## config.mk

```make
export PLATFORM = sky130hd
export DESIGN_NAME = cpu_priv_ctrl
export DESIGN_NICKNAME = d
export VERILOG_FILES = /design/src/rtl/cpu_priv_pkg.sv /design/src/rtl/priv_state_fsm.sv /design/src/rtl/priv_mode_reg.sv /design/src/rtl/fc_encode.sv /design/src/rtl/cpu_priv_ctrl.sv
export SDC_FILE = /design/constraint.sdc
export NUM_CORES = 1
export LEC_CHECK = 0
export ABC_AREA = 1
export BUFFER_PORTS_ARGS = -buffer_cell sky130_fd_sc_hd__buf_2
export CORE_MARGIN = 8
export CORE_UTILIZATION = 39
export CTS_CLUSTER_SIZE = 28
export DETAILED_ROUTE_END_ITERATION = 7
export HOLD_SLACK_MARGIN = 0.12
export PLACE_DENSITY = 0.8
export SETUP_SLACK_MARGIN = 0.15
export SKIP_CTS_REPAIR_TIMING = 1
export SYNTH_ARGS = -nofsm -noshare
export SYNTH_HDL_FRONTEND = slang
export SYNTH_SLANG_ARGS = --single-unit
```

## constraint.sdc

```tcl
create_clock -name clk_i -period 1.2 [get_ports clk_i]
set_input_delay 0.06 -clock clk_i [delete_from_list [all_inputs] [get_ports clk_i]]
set_output_delay 0.06 -clock clk_i [all_outputs]
set_load 0.01 [all_outputs]
```

## src/rtl/cpu_priv_pkg.sv

```systemverilog
package cpu_priv_pkg;
  localparam int FC_W  = 3;
  localparam int ST_W  = 2;
  localparam int ACC_W = 2;

  typedef enum logic [ST_W-1:0] {
    ST_NORMAL = 2'd0,
    ST_EXCEPT = 2'd1,
    ST_HALTED = 2'd2
  } proc_state_e;

  typedef enum logic [1:0] {
    CAUSE_RESET = 2'd0,
    CAUSE_BERR  = 2'd1,
    CAUSE_OTHER = 2'd2
  } exc_cause_e;

  typedef enum logic [ACC_W-1:0] {
    ACC_DATA = 2'd0,
    ACC_PROG = 2'd1,
    ACC_IACK = 2'd2,
    ACC_NONE = 2'd3
  } acc_kind_e;

  localparam logic [FC_W-1:0] FC_NONE  = 3'b000;
  localparam logic [FC_W-1:0] FC_UDATA = 3'b001;
  localparam logic [FC_W-1:0] FC_UPROG = 3'b010;
  localparam logic [FC_W-1:0] FC_SDATA = 3'b101;
  localparam logic [FC_W-1:0] FC_SPROG = 3'b110;
  localparam logic [FC_W-1:0] FC_CPU   = 3'b111;
endpackage

```

## src/rtl/priv_state_fsm.sv

```systemverilog
module priv_state_fsm
  import cpu_priv_pkg::*;
(
  input  logic        clk_i,
  input  logic        rst_ni,
  input  logic        supv_i,
  input  logic        bus_err_i,
  input  logic        irq_i,
  input  logic        trap_i,
  input  logic        stop_exec_i,
  input  logic        priv_instr_i,
  input  logic        sr_wr_i,
  input  logic        rte_i,
  input  logic        reset_done_i,
  input  logic        exc_done_i,
  output proc_state_e state_o,
  output logic        stopped_o,
  output logic        priv_viol_o,
  output logic        exc_enter_o,
  output logic        sr_load_o,
  output logic        rte_load_o
);
  proc_state_e state_q, state_d;
  exc_cause_e  cause_q, cause_d;
  logic        stopped_q, stopped_d;
  logic        run, viol, done;

  assign run  = (state_q == ST_NORMAL) && !stopped_q;
  // any privileged strobe in user mode is refused
  assign viol = run && !supv_i && (priv_instr_i | stop_exec_i | sr_wr_i | rte_i);
  assign done = (cause_q == CAUSE_RESET) ? reset_done_i : exc_done_i;

  always_comb begin
    state_d     = state_q;
    cause_d     = cause_q;
    stopped_d   = stopped_q;
    exc_enter_o = 1'b0;
    sr_load_o   = 1'b0;
    rte_load_o  = 1'b0;
    unique case (state_q)
      ST_NORMAL: begin
        if (stopped_q) begin
          if (irq_i) begin
            stopped_d   = 1'b0;
            state_d     = ST_EXCEPT;
            cause_d     = CAUSE_OTHER;
            exc_enter_o = 1'b1;
          end
        end else if (bus_err_i) begin
          state_d     = ST_EXCEPT;
          cause_d     = CAUSE_BERR;
          exc_enter_o = 1'b1;
        end else if (viol || irq_i || trap_i) begin
          state_d     = ST_EXCEPT;
          cause_d     = CAUSE_OTHER;
          exc_enter_o = 1'b1;
        end else if (stop_exec_i) begin
          stopped_d = 1'b1;
        end else if (sr_wr_i) begin
          sr_load_o = 1'b1;
        end else if (rte_i) begin
          rte_load_o = 1'b1;
        end
      end
      ST_EXCEPT: begin
        if (bus_err_i) begin
          if (cause_q == CAUSE_OTHER) begin
            cause_d     = CAUSE_BERR;
            exc_enter_o = 1'b1;
          end else begin
            state_d = ST_HALTED;
          end
        end else if (done) begin
          state_d = ST_NORMAL;
        end
      end
      ST_HALTED: ;
      default: state_d = ST_HALTED;
    endcase
  end

  always_ff @(posedge clk_i or negedge rst_ni) begin
    if (!rst_ni) begin
      state_q   <= ST_EXCEPT;
      cause_q   <= CAUSE_RESET;
      stopped_q <= 1'b0;
    end else begin
      state_q   <= state_d;
      cause_q   <= cause_d;
      stopped_q <= stopped_d;
    end
  end

  assign state_o     = state_q;
  assign stopped_o   = stopped_q;
  assign priv_viol_o = viol;

  a_r5_halt_sticky: assert property (@(posedge clk_i) disable iff (!rst_ni)
    state_q == ST_HALTED |=> state_q == ST_HALTED);
  a_r6_stop_only_normal: assert property (@(posedge clk_i) disable iff (!rst_ni)
    stopped_q |-> state_q == ST_NORMAL);
  a_r7_viol_enters_exc: assert property (@(posedge clk_i) disable iff (!rst_ni)
    priv_viol_o |=> state_q == ST_EXCEPT);
  a_r4_double_fault: assert property (@(posedge clk_i) disable iff (!rst_ni)
    (state_q == ST_EXCEPT && cause_q != CAUSE_OTHER && bus_err_i) |=> state_q == ST_HALTED);
endmodule

```

## src/rtl/priv_mode_reg.sv

```systemverilog
module priv_mode_reg (
  input  logic clk_i,
  input  logic rst_ni,
  input  logic exc_enter_i,
  input  logic sr_load_i,
  input  logic sr_val_i,
  input  logic rte_load_i,
  input  logic rte_val_i,
  output logic supv_o,
  output logic saved_s_o
);
  logic supv_q, saved_q;

  always_ff @(posedge clk_i or negedge rst_ni) begin
    if (!rst_ni) begin
      supv_q  <= 1'b1;
      saved_q <= 1'b1;
    end else if (exc_enter_i) begin
      saved_q <= supv_q;
      supv_q  <= 1'b1;
    end else if (sr_load_i) begin
      supv_q <= sr_val_i;
    end else if (rte_load_i) begin
      supv_q <= rte_val_i;
    end
  end

  assign supv_o    = supv_q;
  assign saved_s_o = saved_q;

  a_r3_entry_sets_supv: assert property (@(posedge clk_i) disable iff (!rst_ni)
    exc_enter_i |=> supv_q);
  a_r3_saved_prior: assert property (@(posedge clk_i) disable iff (!rst_ni)
    exc_enter_i |=> saved_q == $past(supv_q));
  a_r8_user_no_rise: assert property (@(posedge clk_i) disable iff (!rst_ni)
    (!supv_q && !exc_enter_i) |=> !supv_q);
endmodule

```

## src/rtl/fc_encode.sv

```systemverilog
module fc_encode
  import cpu_priv_pkg::*;
(
  input  logic             bus_valid_i,
  input  logic             quiet_i,
  input  logic             supv_i,
  input  logic [ACC_W-1:0] acc_kind_i,
  output logic [FC_W-1:0]  fc_o
);
  always_comb begin
    fc_o = FC_NONE;
    if (bus_valid_i && !quiet_i) begin
      unique case (acc_kind_e'(acc_kind_i))
        ACC_DATA: fc_o = supv_i ? FC_SDATA : FC_UDATA;
        ACC_PROG: fc_o = supv_i ? FC_SPROG : FC_UPROG;
        ACC_IACK: fc_o = FC_CPU;
        ACC_NONE: fc_o = FC_NONE;
        default:  fc_o = FC_NONE;
      endcase
    end
  end
endmodule

```

## src/rtl/cpu_priv_ctrl.sv

```systemverilog
module cpu_priv_ctrl
  import cpu_priv_pkg::*;
(
  input  logic             clk_i,
  input  logic             rst_ni,
  input  logic             bus_err_i,
  input  logic             irq_i,
  input  logic             trap_i,
  input  logic             stop_exec_i,
  input  logic             priv_instr_i,
  input  logic             sr_wr_i,
  input  logic             sr_wr_s_i,
  input  logic             rte_i,
  input  logic             rte_s_i,
  input  logic             reset_done_i,
  input  logic             exc_done_i,
  input  logic             bus_valid_i,
  input  logic [ACC_W-1:0] acc_kind_i,
  output logic [ST_W-1:0]  state_o,
  output logic             stopped_o,
  output logic             supv_o,
  output logic             saved_s_o,
  output logic             ssp_sel_o,
  output logic             priv_viol_o,
  output logic [FC_W-1:0]  fc_o,
  output logic             halted_o
);
  proc_state_e state;
  logic        stopped, supv, exc_enter, sr_load, rte_load, halted;

  priv_state_fsm u_fsm (
    .clk_i        (clk_i),
    .rst_ni       (rst_ni),
    .supv_i       (supv),
    .bus_err_i    (bus_err_i),
    .irq_i        (irq_i),
    .trap_i       (trap_i),
    .stop_exec_i  (stop_exec_i),
    .priv_instr_i (priv_instr_i),
    .sr_wr_i      (sr_wr_i),
    .rte_i        (rte_i),
    .reset_done_i (reset_done_i),
    .exc_done_i   (exc_done_i),
    .state_o      (state),
    .stopped_o    (stopped),
    .priv_viol_o  (priv_viol_o),
    .exc_enter_o  (exc_enter),
    .sr_load_o    (sr_load),
    .rte_load_o   (rte_load)
  );

  priv_mode_reg u_mode (
    .clk_i       (clk_i),
    .rst_ni      (rst_ni),
    .exc_enter_i (exc_enter),
    .sr_load_i   (sr_load),
    .sr_val_i    (sr_wr_s_i),
    .rte_load_i  (rte_load),
    .rte_val_i   (rte_s_i),
    .supv_o      (supv),
    .saved_s_o   (saved_s_o)
  );

  assign halted = (state == ST_HALTED);

  fc_encode u_fc (
    .bus_valid_i (bus_valid_i),
    .quiet_i     (stopped | halted),
    .supv_i      (supv),
    .acc_kind_i  (acc_kind_i),
    .fc_o        (fc_o)
  );

  assign state_o   = state;
  assign stopped_o = stopped;
  assign supv_o    = supv;
  assign ssp_sel_o = supv;
  assign halted_o  = halted;

  a_r10_no_reserved: assert property (@(posedge clk_i) disable iff (!rst_ni)
    fc_o != 3'b011 && fc_o != 3'b100);
  a_r10_quiet: assert property (@(posedge clk_i) disable iff (!rst_ni)
    (stopped_o || halted_o) |-> fc_o == FC_NONE);
  a_r3_exc_supv: assert property (@(posedge clk_i) disable iff (!rst_ni)
    state_o == ST_EXCEPT |-> supv_o);
endmodule

```

==> impl_metrics.yaml <==
sta:
  post-route-period-util_pct: 115.8
  grt_setup_unrepaired: "yes"
  fin_setup_tns_ps: -1317
  finalMaxSlewViolations: 0
  setup_viol: 11
  hold_ws_ps: 154.2
  slew_headroom_pct: 76.45
  fin_skew_ps: 9.020
  fmax_mhz: 719.6
  hold_viol_final: 0
  setup_slack_ps: -189.7
  post-route-min-period_ps: 1390
  tightestPinTransition_ps: 349.5
routing:
  totalWireLength_mm: 1.842
  post_drt_via_cell_ratio: 4.978
  first_pass_iters: 4
  drt_iter0_markers: 13
  antenna_left: 0
  vias: 667
  drc: 0
  post_drt_wl_per_cell_um: 13.75
synthesis:
  yosys_register_bits: 7
  synthCells: 81
  synth_warnings: 0
  synth_top_family_by_area: "simple AND/OR/NAND/NOR gates"
  ys_types: 23
  synth_compound_area_share_pct: 8.590
  synth_mux_area_share_pct: 0
  synthXorXnorAreaFrac_pct: 0
  syn_nets: 99
  yosysSeqAreaShare_pct: 31.50
  syn_area_um2: 568.0
  post_synth.cell_area_avg_um2: 7.013
  synth_simple_gate_area_share_pct: 44.93
  synthAdderAreaFrac_pct: 4.405
pwr:
  cellLeakagePower_nw: 0.4540
  power_density_nw_per_um2: 581.2
  ir_worst_vdd_mv: 0.7137
cts:
  h-tree-depth: 1
  clockBufferDepth: 2
  clock-sinks: 7
  root_buffer: "clkbuf_4"
  clk_latency_ps: 260
  cts_buffers: 3
  cts_tree: "done"
  path_clk_slew_ps: 60
floorplan:
  die-area_um2: 2934
  coreArea_um2: 1334
  io_pins: 27
  core.rowCount: 13
  die_h_um: 54.17
  die_x_um: 54.17
  initial_core_util_pct: 42.59
placement:
  gp_congestion: 0.7909
  port_buffers: 26
  hpwl_mm: 1.300
  dp.cells: 126
run_status:
  outcome: "complete, but fails checks"
  violations: "setup timing"
setup_path:
  crit_type: "flip-flop to output port"
  required_ps: 1140
  cp_max_fo: 4
  crit_path_start_kind: "flip-flop"
  cp-end-kind: "output port"
  critical_path_arrival_ps: 1330
grt:
  grt_pass1_vias: 625
  antenna_found_initial: 0
  track_usage_pct: 11.40
  grt_max_degree: 8
  grt_pass1_wl_mm: 2.497
  gr-total-overflow: 0
final_layout:
  area_growth_pct: 60.13
  nets: 138
  final_core_util_pct: 68.20
  diodes: 0
  drive_above_1_share_pct: 56.30
  final_cells: 134
  fill_cells: 101
run:
  maxCapViolCount: 0
hold_path:
  hold_class: "input pin to flip-flop"
==> registers in the layout, summed over array words and instances, names as in the netlist <==
signal and flops:
u_fsm.stopped_o 1, u_mode.saved_s_o 1, u_mode.supv_o 1, u_fsm.cause_q 2, u_fsm.state_o 2
==> worst paths after layout <==
kind	from	endpoint	slack, ps	cells after the start
setup / recovery	u_fsm.state_o[0]	fc_o[2]	-190	5
setup reg to reg	u_fsm.state_o[0]	u_fsm.cause_q[1]	-180	8
max in group asynchronous	rst_ni	u_mode.saved_s_o	800	2
hold reg to reg	u_mode.saved_s_o	u_mode.saved_s_o	460	2
min in group asynchronous	rst_ni	u_fsm.state_o[1]	160	2
hold / removal	stop_exec_i	u_fsm.stopped_o	150	3
==> cell usage after synthesis (all sizes together) <==
| cell | instances | share of area (%) |
|---|---|---|
| nand2 | 23 | 19 |
| nor2 | 14 | 9.7 |
| inv | 13 | 8.6 |
| nand3 | 10 | 11 |
| dfrtp | 4 | 18 |
| dfstp | 3 | 14 |
| o21ai | 3 | 2.6 |
| ha | 2 | 4.4 |
| a211oi | 1 | 1.3 |
| a21oi | 1 | 1.5 |
| buf | 1 | 1.3 |
| clkinv | 1 | 0.66 |
| nand2b | 1 | 2.4 |
| nand3b | 1 | 1.3 |
| nor3 | 1 | 1.8 |
| o21bai | 1 | 2.0 |
| o22ai | 1 | 1.1 |
==> placed cells by master, fill, tap and decap left out, drive strengths merged <==
master       count
o21ai            3
clkbuf           4
dlygate4sd3      1
nand3b           1
clkinv           1
nand3           10
buf             34
o22ai            1
a211oi           1
dfstp            3
ha               2
a21oi            1
nand2           23
nand2b           1
inv             13
nor2            14
nor3             1
dfrtp            4
o21bai           1
==> report_power, final <==
part | internal [W] | leakage (nW) | switching (W)
clock network | 0.000127 | 0.0150 | 0.0000966
registers | 0.000237 | 0.0749 | 0
logic | 0.0000300 | 0.364 | 0.0000378
==> metal layers <==
metal | track usage, % | up-vias | part of all wire, %
met5 | 0 | - | 0
met4 | 4.918 | 0 | 1.9
met3 | 5.234 | 6 | 6.0
met2 | 20.04 | 19 | 54
met1 | 11.25 | 310 | 38
li1 | - | 332 | -
==> metrics by stage <==
step           total power [W]  setup slack (ps)  cell area [µm²]
2_1_floorplan        0.0002651             13.74            603.1
6_report             0.0005287            -189.7            909.6
5_1_grt              0.0005561            -245.9            909.6
3_5_place_dp         0.0003027            -19.63            782.0
3_3_place_gp         0.0003001             20.80            782.0
4_1_cts              0.0005195            -288.8            808.3
==> layout make-up <==
type,count,area (µm²),share of cell area [%]
clock buffers,4,26.28,2.889
flip-flops and latches,7,180.2,19.81
repair buffers,35,229.0,25.17
inverters,14,57.56,6.327
multi-input cells,59,397.9,43.74
well taps,15,18.77,2.063
==> worst max-delay path, stage by stage, from the launching register on <==
cell and delay, ps:
dfstp_2 580, inv_4 60, nand2_4 80, nand3_4 70
a211oi_2 130, buf_2 150
==> cells by family after synthesis <==
group	Yosys count
adders and majority gates	2
AOI/OAI and AO/OA	7
DFF	7
buffers and inverters	15
and+or+nand+nor	50
No activity file was read; power rests on OpenSTA's default activity.
